### src/rtl/fes_pkg.sv
package fes_pkg;
  localparam int unsigned STAT_W = 8;
  localparam int unsigned ADDR_W = 8;

  localparam int unsigned B_RX_ALIGN = 0;
  localparam int unsigned B_RX_CRC4  = 1;
  localparam int unsigned B_RX_MF    = 2;
  localparam int unsigned B_TX_ALIGN = 3;
  localparam int unsigned B_TX_MF    = 4;
  localparam int unsigned B_SIG_ZERO = 5;
  localparam int unsigned B_SIG_ONES = 6;
  localparam int unsigned B_AIS_CI   = 7;

  typedef struct packed {
    logic e1;
    logic esf;
  } mode_t;
endpackage

### src/rtl/fes_cadence.sv
module fes_cadence #(
  parameter int unsigned E1_MF  = 16,
  parameter int unsigned D4_MF  = 12,
  parameter int unsigned ESF_MF = 24,
  parameter int unsigned E1_AF  = 2
) (
  input  logic           clk_i,
  input  logic           rst_ni,
  input  logic           frame_i,
  input  fes_pkg::mode_t mode_i,
  output logic           align_o,
  output logic           mf_o
);
  localparam int unsigned MAX_MF = (E1_MF > D4_MF) ? ((E1_MF > ESF_MF) ? E1_MF : ESF_MF)
                                                   : ((D4_MF > ESF_MF) ? D4_MF : ESF_MF);
  localparam int unsigned CW = $clog2(MAX_MF + 1);

  logic [CW-1:0]  cnt_q;
  logic [CW-1:0]  modulus;
  fes_pkg::mode_t mode_q;
  logic           chg;

  assign chg = (mode_q != mode_i);

  always_comb begin
    if (mode_i.e1)       modulus = CW'(E1_MF);
    else if (mode_i.esf) modulus = CW'(ESF_MF);
    else                 modulus = CW'(D4_MF);
  end

  always_ff @(posedge clk_i or negedge rst_ni) begin
    if (!rst_ni) begin
      cnt_q  <= '0;
      mode_q <= '0;
    end else begin
      mode_q <= mode_i;
      if (chg)                       cnt_q <= '0;
      else if (frame_i)              cnt_q <= (cnt_q == modulus - CW'(1)) ? '0 : cnt_q + CW'(1);
    end
  end

  assign mf_o    = frame_i && !chg && (cnt_q == '0);
  assign align_o = frame_i && !chg && mode_i.e1 && ((cnt_q % CW'(E1_AF)) == '0);

  AST_CNT_RANGE: assert property (@(posedge clk_i) disable iff (!rst_ni)
    !chg |-> (cnt_q < modulus));
  AST_MODE_RESTART: assert property (@(posedge clk_i) disable iff (!rst_ni)
    chg |=> (cnt_q == '0));
  AST_T1_NO_ALIGN: assert property (@(posedge clk_i) disable iff (!rst_ni)
    !mode_i.e1 |-> !align_o);
endmodule

### src/rtl/fes_event_reg.sv
module fes_event_reg #(
  parameter int unsigned         W         = 8,
  parameter int unsigned         AW        = 8,
  parameter logic [AW-1:0]       STAT_ADDR = 8'h1C,
  parameter logic [AW-1:0]       IEN_ADDR  = 8'h1D
) (
  input  logic          clk_i,
  input  logic          rst_ni,
  input  logic [W-1:0]  set_i,
  input  logic [AW-1:0] addr_i,
  input  logic          rd_i,
  input  logic          wr_i,
  input  logic [W-1:0]  wdata_i,
  output logic [W-1:0]  rdata_o,
  output logic          irq_o
);
  logic [W-1:0] stat_q, ien_q, clr;
  logic         stat_sel, ien_sel;

  assign stat_sel = (addr_i == STAT_ADDR);
  assign ien_sel  = (addr_i == IEN_ADDR);
  assign clr      = (wr_i && stat_sel) ? wdata_i : '0;

  always_ff @(posedge clk_i or negedge rst_ni) begin
    if (!rst_ni) begin
      stat_q <= '0;
      ien_q  <= '0;
    end else begin
      stat_q <= (stat_q & ~clr) | set_i;
      if (wr_i && ien_sel) ien_q <= wdata_i;
    end
  end

  always_comb begin
    rdata_o = '0;
    if (rd_i) begin
      if (stat_sel)     rdata_o = stat_q;
      else if (ien_sel) rdata_o = ien_q;
    end
  end

  assign irq_o = |(stat_q & ien_q);

  AST_STICKY: assert property (@(posedge clk_i) disable iff (!rst_ni)
    1'b1 |=> ((stat_q & $past(stat_q & ~clr)) == $past(stat_q & ~clr)));
  AST_SET_WINS: assert property (@(posedge clk_i) disable iff (!rst_ni)
    1'b1 |=> ((stat_q & $past(set_i)) == $past(set_i)));
  AST_FULL_CLEAR: assert property (@(posedge clk_i) disable iff (!rst_ni)
    (wr_i && stat_sel && (&wdata_i) && (set_i == '0)) |=> (stat_q == '0));
  AST_IRQ_MASKED: assert property (@(posedge clk_i) disable iff (!rst_ni)
    (ien_q == '0) |-> !irq_o);
endmodule

### src/rtl/frame_event_status.sv
module frame_event_status #(
  parameter int unsigned             E1_MF     = 16,
  parameter int unsigned             D4_MF     = 12,
  parameter int unsigned             ESF_MF    = 24,
  parameter int unsigned             E1_AF     = 2,
  parameter logic [fes_pkg::ADDR_W-1:0] STAT_ADDR = 8'h1C,
  parameter logic [fes_pkg::ADDR_W-1:0] IEN_ADDR  = 8'h1D
) (
  input  logic                        clk_i,
  input  logic                        rst_ni,
  input  logic                        rx_frame_i,
  input  logic                        tx_frame_i,
  input  logic                        e1_i,
  input  logic                        esf_i,
  input  logic                        crc4_en_i,
  input  logic                        crc4_mf_i,
  input  logic                        sig_zero_i,
  input  logic                        sig_ones_i,
  input  logic                        ais_ci_i,
  input  logic [fes_pkg::ADDR_W-1:0]  addr_i,
  input  logic                        rd_i,
  input  logic                        wr_i,
  input  logic [fes_pkg::STAT_W-1:0]  wdata_i,
  output logic [fes_pkg::STAT_W-1:0]  rdata_o,
  output logic                        irq_o
);
  import fes_pkg::*;

  localparam int unsigned SIDES = 2;  // 0 = receive, 1 = transmit

  mode_t             mode;
  logic [SIDES-1:0]  frame, align, mf;
  logic [STAT_W-1:0] set;

  assign mode.e1  = e1_i;
  assign mode.esf = esf_i;
  assign frame    = {tx_frame_i, rx_frame_i};

  for (genvar g = 0; g < SIDES; g++) begin : g_side
    fes_cadence #(
      .E1_MF (E1_MF),
      .D4_MF (D4_MF),
      .ESF_MF(ESF_MF),
      .E1_AF (E1_AF)
    ) u_cad (
      .clk_i  (clk_i),
      .rst_ni (rst_ni),
      .frame_i(frame[g]),
      .mode_i (mode),
      .align_o(align[g]),
      .mf_o   (mf[g])
    );
  end

  always_comb begin
    set             = '0;
    set[B_RX_ALIGN] = align[0];
    set[B_TX_ALIGN] = align[1];
    set[B_RX_MF]    = mf[0];
    set[B_TX_MF]    = mf[1];
    // without CRC-4 the receive multiframe counter stands in as a free-running boundary
    set[B_RX_CRC4]  = e1_i && (crc4_en_i ? crc4_mf_i : mf[0]);
    set[B_SIG_ZERO] = e1_i && sig_zero_i;
    set[B_SIG_ONES] = e1_i && sig_ones_i;
    set[B_AIS_CI]   = !e1_i && ais_ci_i;
  end

  fes_event_reg #(
    .W        (STAT_W),
    .AW       (ADDR_W),
    .STAT_ADDR(STAT_ADDR),
    .IEN_ADDR (IEN_ADDR)
  ) u_reg (
    .clk_i  (clk_i),
    .rst_ni (rst_ni),
    .set_i  (set),
    .addr_i (addr_i),
    .rd_i   (rd_i),
    .wr_i   (wr_i),
    .wdata_i(wdata_i),
    .rdata_o(rdata_o),
    .irq_o  (irq_o)
  );

  AST_E1_ONLY_SIG: assert property (@(posedge clk_i) disable iff (!rst_ni)
    !e1_i |-> !(set[B_SIG_ZERO] || set[B_SIG_ONES] || set[B_RX_CRC4]));
  AST_T1_ONLY_AIS: assert property (@(posedge clk_i) disable iff (!rst_ni)
    e1_i |-> !set[B_AIS_CI]);
endmodule

### config.mk
export PLATFORM = sky130hd
export DESIGN_NAME = frame_event_status
export DESIGN_NICKNAME = d
export VERILOG_FILES = /design/src/rtl/fes_pkg.sv /design/src/rtl/fes_cadence.sv /design/src/rtl/fes_event_reg.sv /design/src/rtl/frame_event_status.sv
export SDC_FILE = /design/constraint.sdc
export NUM_CORES = 1
export LEC_CHECK = 0
export CAP_MARGIN = 20
export CORE_MARGIN = 2
export CORE_UTILIZATION = 49
export CTS_CLUSTER_DIAMETER = 30
export DETAILED_ROUTE_END_ITERATION = 8
export GPL_ROUTABILITY_DRIVEN = 0
export PLACE_DENSITY = 0.78
export SLEW_MARGIN = 5
export SYNTH_ARGS = -nofsm -noshare
export SYNTH_HDL_FRONTEND = slang
export SYNTH_SLANG_ARGS = --single-unit
### constraint.sdc
create_clock -name clk_i -period 1.78 [get_ports clk_i]
set_input_delay 0.356 -clock clk_i [delete_from_list [all_inputs] [get_ports clk_i]]
set_output_delay 0.356 -clock clk_i [all_outputs]
set_load 0.02 [all_outputs]
==> flow_summary_export.csv <==
group,metric,value,unit
placement,post-dp-hpwl,3095,um
grt,grt_pass1_wl,6768,um
logic_synthesis,synth_ff_type,"dfrtp_1",
finish,nFillCells,232,
sta,setup_tns,-333.0,ps
logic_synthesis,synth_area_leader_cell,"dfrtp_1",
finish,fin_nets,250,
floorplanning,initial_core_util,0.5211,
logic_synthesis,avgSynthCellArea,10.48,um^2
sta,fin_skew,2.553,ps
drt,met1Wirelength,1695,um
cts,cts_sinks,28,
critical_path,reg2reg_slack,140,ps
drt,drt_pass1_iterations,4,
power_and_ir_drop,peakVddDrop,0.0005149,V
critical_path,startpoint,"addr_i[6]",
logic_synthesis,synthTopCellsByArea,"dfrtp_1 44%, mux2_2 6.3%, a22oi_1 5.6%, nand2_1 4.7%, nor2b_1 3.5%",
logic_synthesis,yosysWarnings,0,
critical_path,startpoint_type,"input pin",
placement,portBuffers,37,
grt,grt_max_degree,29,
critical_path,r2r-start,"g_side[1].u_cad.cnt_q[0]",
cts,clk_transition_reported_paths,150,ps
worst_hold_path,hold_path_class,"input pin to asynchronous set/reset pin",
sta,finalMaxSlewViolations,0,
cts,numCtsBuffers,3,
outcome,outcome,"finished with violations",
logic_synthesis,synthTopCellsByCount,"28 x dfrtp_1, 20 x nand2_1, 12 x a22oi_1, 9 x mux2_2, 9 x nor2b_1",
finish,layout-drive-gt1-share,0.3750,
drt,vias_per_cell,5.565,
sta,setup_viol,8,
finish,instances_no_fill,260,
drt,vias,1447,
sta,worst_slack,-63.17,ps
grt,grt_pass1_vias,1503,
critical_path,endpoint,"rdata_o[3]",
outcome,violations,"negative setup slack",
cts,clock_path_buffers,2,
finish,stdcell_area,0.002333,mm^2
floorplanning,core,0.003078,mm^2
critical_path,timing.reg2reg.worst_path_depth,4,
drt,detail-route-antenna-nets,0,
logic_synthesis,synth_cell_types,39,
floorplanning,die_area,0.003747,mm^2
logic_synthesis,netlist_area,0.001604,mm^2
drt,top_layer_used,"met4",
logic_synthesis,yosysSeqAreaShare,0.4368,
sta,tightest_slew,423.2,ps
floorplanning,die_h,61.22,um
critical_path,path_class,"input pin to output port",
floorplanning,die_w,61.22,um
sta,fin_crit_sh,1.035,
drt,wirelength,4163,um
placement,place_area,0.002210,mm^2
sta,grt_setup_unrepaired,"yes",
finish,n_antenna_cell,0,
critical_path,r2r-end,"g_side[1].u_cad.cnt_q[4]",
cts,root_buffer,"clkbuf_4",
power_and_ir_drop,power_density,577.0,mW/mm^2
logic_synthesis,synth_top_area_share,0.4368,
cts,tritoncts,"built",
critical_path,cp-end-kind,"output port",
logic_synthesis,ys_ff_latch,28,
placement,post-place-ws,-885.7,ps
sta,relSlewSlack,0.7157,
sta,fmaxAchievable,0.5425,GHz
critical_path,cp.required,1420,ps
logic_synthesis,syn_nets,186,
cts,cts.htree.levels,1,
critical_path,cp_max_fo,8,
drt,wl_met2,2252,um
logic_synthesis,synth-edff-count,0,
floorplanning,core.rowCount,20,
power_and_ir_drop,p_leak,0.9993,nW
job,cap_violations,0,
drt,drc_errors,0,
critical_path,worstPathArrival,1490,ps
sta,hold_violations,0,
placement,numPlacedInstances,252,
drt,drt_iter0_markers,52,
finish,area_delta_synth_final,45.48,%
logic_synthesis,postSynthCellCount,153,
grt,grt_overflow_total,0,
sta,timing.hold.ws,377.6,ps
floorplanning,io_pins,38,
grt,antenna_found_initial,0,
drt,wire_per_inst,16.01,um
sta,finalCriticalPeriod,1843,ps
grt,grt_util_all_layers,0.2443,
cts,worstSkewPairLatency,320,ps
drt,route.met3.wl,175,um
logic_synthesis,synth_async_sr_flop_share,1.000,
logic_synthesis,synth_most_common_cell,"dfrtp_1",
-- power by group --
part	leakage (nW)	switching [mW]	internal (mW)
Combinational	0.628	0.114	0.136
Clock	0.0279	0.187	0.228
Sequential	0.343	0.0229	0.660
-- worst max-delay path: stages --
cell	delay, ps
buf_6	90
or2_4	270
nor4_4	230
buf_6	180
a22oi_2	90
nor2b_2	140
buf_6	130
-- through the flow --
stage	power, mW	utilization
6_report	1.346	0.7581
5_1_grt	1.401	0.7581
4_1_cts	1.351	0.7541
3_5_place_dp	0.9369	0.7179
3_3_place_gp	0.9291	0.7179
2_1_floorplan	0.7792	-
-- placed cells by master, fill, tap and decap left out, types with 4 or more instances in the layout --
cell              n
clkdlybuf4s50_1  20
a22o_1            5
nand4_1           4
ha_1              4
mux2_2            9
buf_4            24
nand2_1          20
nand3_1           7
nor2b_2           8
nor4_4            4
inv_1             8
dfrtp_1          28
a22oi_1           6
clkbuf_2          5
a22oi_2           6
nor2_1            4
buf_6            10
-- flip-flops by register name (all words and copies together), names as in the netlist --
name	flops
u_reg.stat_q	8
u_reg.ien_q	8
g_side.u_cad.mode_q	2
g_side.u_cad.cnt_q	10
-- what timing repair did --
action	in CTS	in global routing
setup buffers	3	1
setup endpoints to repair	9	16
resized for setup	77	13
gates cloned	0	0
hold buffers	0	0
pin swaps	8	4
-- worst min-delay path by stage --
| stage | from | endpoint | slack (ps) | cells after the start |
|---|---|---|---|---|
| final | rst_ni | g_side[0].u_cad.cnt_q[1] | 380 | 2 |
| after global routing | rst_ni | g_side[0].u_cad.cnt_q[1] | 400 | 2 |
| after CTS | rst_ni | g_side[0].u_cad.cnt_q[2] | 390 | 2 |
| after detailed placement | u_reg.stat_q[6] | u_reg.stat_q[6] | 510 | 1 |
| after global placement | u_reg.stat_q[2] | u_reg.stat_q[2] | 510 | 1 |
| after floorplan | rst_ni | g_side[0].u_cad.cnt_q[0] | 60 | 0 |
-- cell type report --
type,count,area [um^2],area share
multi-input cells,114,949.7,0.4070
flip-flops and latches,28,700.7,0.3003
repair buffers,62,545.5,0.2338
well taps,44,55.05,0.02359
clock inverters,1,30.03,0.01287
inverters,8,30.03,0.01287
clock buffers,3,22.52,0.009651
-- cells by family after synthesis --
group                      share of synthesized area
and+or+nand+nor                               0.2613
adders and majority gates                    0.03120
DFF                                           0.4368
AOI/OAI and AO/OA                             0.1513
buffers and inverters                        0.02808
muxes                                        0.06942
xor gates and xnor gates                     0.02184
-- routing by layer --
metal / GRT usage / vias to the layer above
met5: 0 / -
met4: 0.05280 / 0
met3: 0.03992 / 4
met2: 0.4772 / 34
met1: 0.2749 / 712
li1: - / 697
Note: power is estimated with default switching activity, not from simulation.
